`config.mk`:
```
export PLATFORM = sky130hd
export DESIGN_NAME = cfg_unlock_port
export DESIGN_NICKNAME = d
export VERILOG_FILES = /design/src/rtl/cup_pkg.sv /design/src/rtl/cup_unlock_seq.sv /design/src/rtl/cup_cfg_bank.sv /design/src/rtl/cfg_unlock_port.sv
export SDC_FILE = /design/constraint.sdc
export NUM_CORES = 1
export LEC_CHECK = 0
export CORE_MARGIN = 2
export CORE_UTILIZATION = 46
export CTS_CLUSTER_SIZE = 10
export DETAILED_ROUTE_END_ITERATION = 12
export GPL_TIMING_DRIVEN = 0
export PLACE_DENSITY_LB_ADDON = 0.15
export SYNTH_ARGS = -nofsm -noshare
export SYNTH_HDL_FRONTEND = slang
export SYNTH_SLANG_ARGS = --single-unit
```
`constraint.sdc`:
```
create_clock -name clk -period 2.3 [get_ports clk]
set_input_delay 0.46 -clock clk [delete_from_list [all_inputs] [get_ports clk]]
set_output_delay 0.46 -clock clk [all_outputs]
set_load 0.02 [all_outputs]
```
`src/rtl/cup_pkg.sv`:
```
package cup_pkg;

    typedef enum logic [1:0] {
        SEQ_IDLE  = 2'd0,
        SEQ_ARMED = 2'd1,
        SEQ_OPEN  = 2'd2
    } seq_state_e;

    localparam logic [7:0] ID_INDEX    = 8'h0D;
    localparam logic [7:0] REV_INDEX   = 8'h0E;
    localparam logic [7:0] LOCKED_READ = 8'hFF;
    localparam logic [7:0] VOID_READ   = 8'h00;

    typedef struct packed {
        seq_state_e st;
    } seq_reg_t;

    typedef struct packed {
        logic [7:0] idx;
        logic [7:0] rdata;
    } port_reg_t;

endpackage

```
`src/rtl/cup_unlock_seq.sv`:
```
module cup_unlock_seq
    import cup_pkg::*;
#(
    parameter logic [7:0] ENTRY_KEY = 8'h55,
    parameter logic [7:0] EXIT_CODE = 8'hAA
) (
    input  logic       clk,
    input  logic       rst_n,
    input  logic       sel_wr,
    input  logic [7:0] wdata,
    output logic       unlocked,
    output logic       index_load
);

    seq_reg_t s_d, s_q;

    always_comb begin
        s_d = s_q;
        if (sel_wr) begin
            case (s_q.st)
                SEQ_IDLE:  if (wdata == ENTRY_KEY) s_d.st = SEQ_ARMED;
                SEQ_ARMED: s_d.st = (wdata == ENTRY_KEY) ? SEQ_OPEN : SEQ_IDLE;
                SEQ_OPEN:  if (wdata == EXIT_CODE) s_d.st = SEQ_IDLE;
                default:   s_d.st = SEQ_IDLE;
            endcase
        end
    end

    always_ff @(posedge clk) begin
        if (!rst_n) s_q <= '{st: SEQ_IDLE};
        else        s_q <= s_d;
    end

    assign unlocked   = (s_q.st == SEQ_OPEN);
    assign index_load = sel_wr && unlocked && (wdata != EXIT_CODE);


    open_needs_key_chk: assert property (@(posedge clk) disable iff (!rst_n)
        $rose(unlocked) |-> $past(sel_wr && wdata == ENTRY_KEY));


    idle_holds_chk: assert property (@(posedge clk) disable iff (!rst_n)
        (s_q.st == SEQ_IDLE && sel_wr && wdata != ENTRY_KEY) |=> (s_q.st == SEQ_IDLE));


    armed_restart_chk: assert property (@(posedge clk) disable iff (!rst_n)
        (s_q.st == SEQ_ARMED && sel_wr && wdata != ENTRY_KEY) |=> (s_q.st == SEQ_IDLE));


    exit_relock_chk: assert property (@(posedge clk) disable iff (!rst_n)
        (unlocked && sel_wr && wdata == EXIT_CODE) |=> !unlocked);

endmodule

```
`src/rtl/cup_cfg_bank.sv`:
```
module cup_cfg_bank #(
    parameter int                      NUM_REGS   = 8,
    parameter logic [NUM_REGS*8-1:0]   RESET_VALS = '0
) (
    input  logic                  clk,
    input  logic                  rst_n,
    input  logic                  we,
    input  logic [7:0]            widx,
    input  logic [7:0]            wdata,
    output logic [NUM_REGS*8-1:0] cfg_flat
);

    logic [7:0] regs_d [NUM_REGS];
    logic [7:0] regs_q [NUM_REGS];

    always_comb begin
        for (int i = 0; i < NUM_REGS; i++) begin
            regs_d[i] = regs_q[i];
            if (we && widx == 8'(i)) regs_d[i] = wdata;
        end
    end

    always_ff @(posedge clk) begin
        for (int i = 0; i < NUM_REGS; i++) begin
            if (!rst_n) regs_q[i] <= RESET_VALS[i*8 +: 8];
            else        regs_q[i] <= regs_d[i];
        end
    end

    for (genvar g = 0; g < NUM_REGS; g++) begin : g_byte
        assign cfg_flat[g*8 +: 8] = regs_q[g];


        byte_write_chk: assert property (@(posedge clk) disable iff (!rst_n)
            (we && widx == 8'(g)) |=> (cfg_flat[g*8 +: 8] == $past(wdata)));
    end

endmodule

```
`src/rtl/cfg_unlock_port.sv`:
```
module cfg_unlock_port
    import cup_pkg::*;
#(
    parameter int                    NUM_REGS   = 8,
    parameter logic [7:0]            ENTRY_KEY  = 8'h55,
    parameter logic [7:0]            EXIT_CODE  = 8'hAA,
    parameter logic [7:0]            CHIP_ID    = 8'h65,
    parameter logic [7:0]            CHIP_REV   = 8'h02,
    parameter logic [NUM_REGS*8-1:0] RESET_VALS = 64'h8877_6655_4433_2211
) (
    input  logic                  clk,
    input  logic                  rst_n,
    input  logic                  bus_wr,
    input  logic                  bus_rd,
    input  logic                  bus_port,
    input  logic [7:0]            bus_wdata,
    output logic [7:0]            bus_rdata,
    output logic                  cfg_mode,
    output logic [NUM_REGS*8-1:0] cfg_bytes
);

    localparam logic [7:0] REG_LIMIT = 8'(NUM_REGS);

    logic       sel_wr;
    logic       unlocked;
    logic       index_load;
    logic       bank_we;
    logic [7:0] sel_byte;
    port_reg_t  p_d, p_q;

    assign sel_wr = bus_wr && !bus_port;

    cup_unlock_seq #(
        .ENTRY_KEY (ENTRY_KEY),
        .EXIT_CODE (EXIT_CODE)
    ) seq_i (
        .clk        (clk),
        .rst_n      (rst_n),
        .sel_wr     (sel_wr),
        .wdata      (bus_wdata),
        .unlocked   (unlocked),
        .index_load (index_load)
    );

    assign bank_we = bus_wr && bus_port && unlocked && (p_q.idx < REG_LIMIT);

    cup_cfg_bank #(
        .NUM_REGS   (NUM_REGS),
        .RESET_VALS (RESET_VALS)
    ) bank_i (
        .clk      (clk),
        .rst_n    (rst_n),
        .we       (bank_we),
        .widx     (p_q.idx),
        .wdata    (bus_wdata),
        .cfg_flat (cfg_bytes)
    );

    always_comb begin
        sel_byte = VOID_READ;
        if (p_q.idx == ID_INDEX)  sel_byte = CHIP_ID;
        if (p_q.idx == REV_INDEX) sel_byte = CHIP_REV;
        for (int i = 0; i < NUM_REGS; i++) begin
            if (p_q.idx == 8'(i)) sel_byte = cfg_bytes[i*8 +: 8];
        end
    end

    always_comb begin
        p_d = p_q;
        if (!unlocked)       p_d.idx = '0;
        else if (index_load) p_d.idx = bus_wdata;
        if (bus_rd) begin
            if (!bus_port || !unlocked) p_d.rdata = LOCKED_READ;
            else                        p_d.rdata = sel_byte;
        end
    end

    always_ff @(posedge clk) begin
        if (!rst_n) p_q <= '{idx: 8'h00, rdata: LOCKED_READ};
        else        p_q <= p_d;
    end

    assign bus_rdata = p_q.rdata;
    assign cfg_mode  = unlocked;


    locked_read_chk: assert property (@(posedge clk) disable iff (!rst_n)
        (bus_rd && bus_port && !cfg_mode) |=> (bus_rdata == LOCKED_READ));


    locked_write_chk: assert property (@(posedge clk) disable iff (!rst_n)
        (bus_wr && bus_port && !cfg_mode) |=> $stable(cfg_bytes));


    range_write_chk: assert property (@(posedge clk) disable iff (!rst_n)
        (bus_wr && bus_port && p_q.idx >= REG_LIMIT) |=> $stable(cfg_bytes));


    id_read_chk: assert property (@(posedge clk) disable iff (!rst_n)
        (bus_rd && bus_port && cfg_mode && !bus_wr && p_q.idx == ID_INDEX)
            |=> (bus_rdata == CHIP_ID));

endmodule

```
==> summary.txt <==
Clock tree
  – CTS H-tree lvls: 3
  – TritonCTS Buffers: 9
  – Hold buffer count at cts: 0
  – Bufs on Longest Clock Path: 2
  – Clk slew on worst S/H paths: around 0.090 ns
  – Clk_lat worst skew: 0.36 ns
  – CTS tree: yes
  – Clock Tree Root: clkbuf_8
  – Clock Sinks: 82

Cells and area
  – Fraction of layout cells with a size suffix above 1: 9.06%
  – Multi-input logic area: between 2000 and 2500 µm²
  – Cell Count, Final, Fillers Out: 635
  – Final instance area: 5130 µm²
  – Number of filler cells placed in the layout: ~730
  – N_diodes: 0
  – Register area: 1640 µm²
  – Nets: 538
  – Area growth from synthesis to layout: 33.0%

Synth
  – Syn_nets: roughly 440
  – Post-synthesis cell count: approximately 430
  – Ys async rst share: 0%
  – Ys flop type: dfxtp_1
  – Count of unique library cells instantiated by Yosys: 51
  – Synthesis Warnings: 0
  – Yosys reg bits: 82
  – Syn Area/Cell: 9.00 µm²
  – Post-Syn Area: 3860 µm²
  – Sequential fraction of the synthesis area: 42.5%
  – Number of flops mapped to enable cells by yosys: 0

Placement
  – Post-Place Cell Area: 4840 µm²
  – Final HPWL DP: about 9200 µm
  – Dpl cells: roughly 620
  – Routability congestion estimate: 0.967
  – Port Buffer Count: between 80 and 90

Timing
  – Worst Skew: 0.0149 ns
  – Period utilization: 96.5%
  – Max_slew headroom: 41.4%
  – Final setup fails: 0
  – Fin Hold WS: 0.494 ns
  – TNS Setup: 0 ns
  – Fin crit period: 2.22 ns
  – Max-slew violations: 0
  – Hold Fails Final Rpt: 0
  – Worst-margin pin slew: 0.876 ns
  – RSZ-0062 raised after global routing: yes
  – Max Fclk: 0.450 GHz

Critical path
  – Critical path endpoint category: flop
  – Worst Path Arrival: 2.46 ns
  – Worst path required time: 2.54 ns
  – WS Path Type: flop to flop
  – Crit start category: flop
  – Crit path max fanout: 10
  – R2R setup slack: 0.08 ns

Global routing
  – Pin count of the biggest net entering global routing: 17
  – GRT Util Overall: 29.1%
  – Gr ovfl total: 0
  – Global-route wire length before repair: 19,400 µm
  – Initial antenna violation count: 0
  – Vias in the first global route: 3,480

Floorplanning
  – Die Ht: 95.6 µm
  – Die Footprint: 9140 µm²
  – Core area: 8180 µm²
  – Initial core utilization: 47.2%
  – Io pins: 86
  – Die Wd: roughly 96 µm
  – Rows: 33

Routing
  – DR pass1 iterations: 5
  – Routed Antenna Nets: 0
  – DR iter-0 viols: 294
  – DRC Markers: 0
  – Detailed Route WL: 13,100 µm
  – DR vias: approximately 3,600
  – Wire per inst: 20.6 µm
  – Routed vias/inst: ~5.7

Run
  – Max Cap Viol: 0

Pwr
  – Leakage: between 1.5 and 2 nW
  – VDD IR max: around 400 µV
  – P per Cell Area: 500 nW/µm²

Hold path
  – Hold Path Class: flop to flop

Status
  – Status: completed
## logic make-up after synthesis
| logic type | count (synthesis) | share of synthesized area [%] |
|---|---|---|
| and+or+nand+nor | 174 | 23.5 |
| DFF | 82 | 42.5 |
| AOI/OAI and AO/OA | 68 | 11.6 |
| muxes | 66 | 18.4 |
| buffers and inverters | 38 | 3.73 |
| xor gates and xnor gates | 1 | 0.227 |
## path summary, 6_finish.rpt
path	startpoint	to	depth (start not counted)
setup / recovery	p_q[8]	bus_rdata[7]	7
hold / removal	bank_i.regs_q[0][28]	bank_i.regs_q[0][28]	2
setup reg to reg	p_q[8]	bus_rdata[7]	7
hold reg to reg	bank_i.regs_q[0][28]	bank_i.regs_q[0][28]	2
## synth_stat cells (2+ instances only)
library cell | count | share of area (%)
dfxtp_1 | 82 | 43
mux2i_1 | 61 | 16
nand2_1 | 61 | 5.9
nor2b_1 | 34 | 5.5
clkbuf_1 | 28 | 2.7
nor2_1 | 26 | 2.5
a21oi_1 | 19 | 2.5
nand3_1 | 15 | 1.9
o21ai_0 | 13 | 1.7
a21boi_0 | 8 | 1.6
nand2b_1 | 6 | 0.97
nor3_1 | 6 | 0.78
buf_1 | 5 | 0.49
and3_1 | 4 | 0.65
mux4_2 | 4 | 2.3
nor4_1 | 4 | 0.65
o22ai_1 | 4 | 0.65
a21o_1 | 3 | 0.58
a22o_1 | 3 | 0.68
inv_1 | 3 | 0.29
a211oi_1 | 2 | 0.39
a22oi_1 | 2 | 0.39
a311oi_1 | 2 | 0.45
and2_1 | 2 | 0.32
nand4b_1 | 2 | 0.45
nor3b_1 | 2 | 0.39
nor4b_1 | 2 | 0.45
o22a_1 | 2 | 0.45
or4bb_1 | 2 | 0.58
## power breakdown
part	leakage [nW]	switching (mW)	internal [mW]
logic	1.10	0.0960	0.0623
registers	0.662	0.00473	1.42
clock network	0.0950	0.572	0.410
## sequential cells by signal, summed over array words and instances (netlist names)
signal         cells
bus_rdata          8
bank_i.regs_q     64
p_q                8
seq_i.s_q          2
## critical path: stages (launching register included)
cell,delay (ns)
dfxtp_1,0.40
buf_2,0.32
clkbuf_2,0.31
clkbuf_2,0.30
a2bb2oi_1,0.35
nor2_1,0.09
a211oi_1,0.24
a21oi_1,0.09
## routing by layer
| layer | track usage (%) | vias up | part of all wire, % |
|---|---|---|---|
| li1 | - | 1696 | - |
| met5 | 0 | - | 0 |
| met1 | 39.2 | 1759 | 45 |
| met3 | 5.45 | 24 | 6.7 |
| met4 | 9.05 | 0 | 1.8 |
| met2 | 47.2 | 165 | 47 |
## timing repair
| action | CTS | global route |
|---|---|---|
| buffers inserted | 1 | 1 |
| pin swaps | 1 | 1 |
| gates resized for setup | 13 | 12 |
| endpoints found under the setup margin | 56 | 54 |
## cell usage in the layout (no fill, tap or decap), types with 8 or more instances in the layout
cell type,synthesis,layout
a21boi_0,8,8
a21oi_1,19,19
clkbuf_1,28,19
clkbuf_8,0,9
clkdlybuf4s50_1,0,85
dfxtp_1,82,82
mux2i_1,61,61
nand2_1,61,61
nand3_1,15,12
nor2_1,26,26
nor2b_1,34,34
o21ai_0,13,13
## area by class of cell
class,count,area share (%)
Tap cell,105,2.56
Clock buffer,9,2.41
Inverter,4,0.292
Sequential cell,82,32.0
Buffer,32,2.63
Multi-Input combinational cell,309,41.7
Clock inverter,7,1.12
Timing Repair Buffer,87,17.4
## through the flow
step	total power, mW	setup WS, ns	utilization, %
5_1_grt	2.65	-0.0201	62.8
4_1_cts	2.57	0.00376	62.1
3_3_place_gp	1.62	-0.505	59.2
3_5_place_dp	1.62	-0.509	59.2
6_report	2.57	0.0794	62.8
2_1_floorplan	1.54	0.110	-
Power figures use the tool's default switching activity.
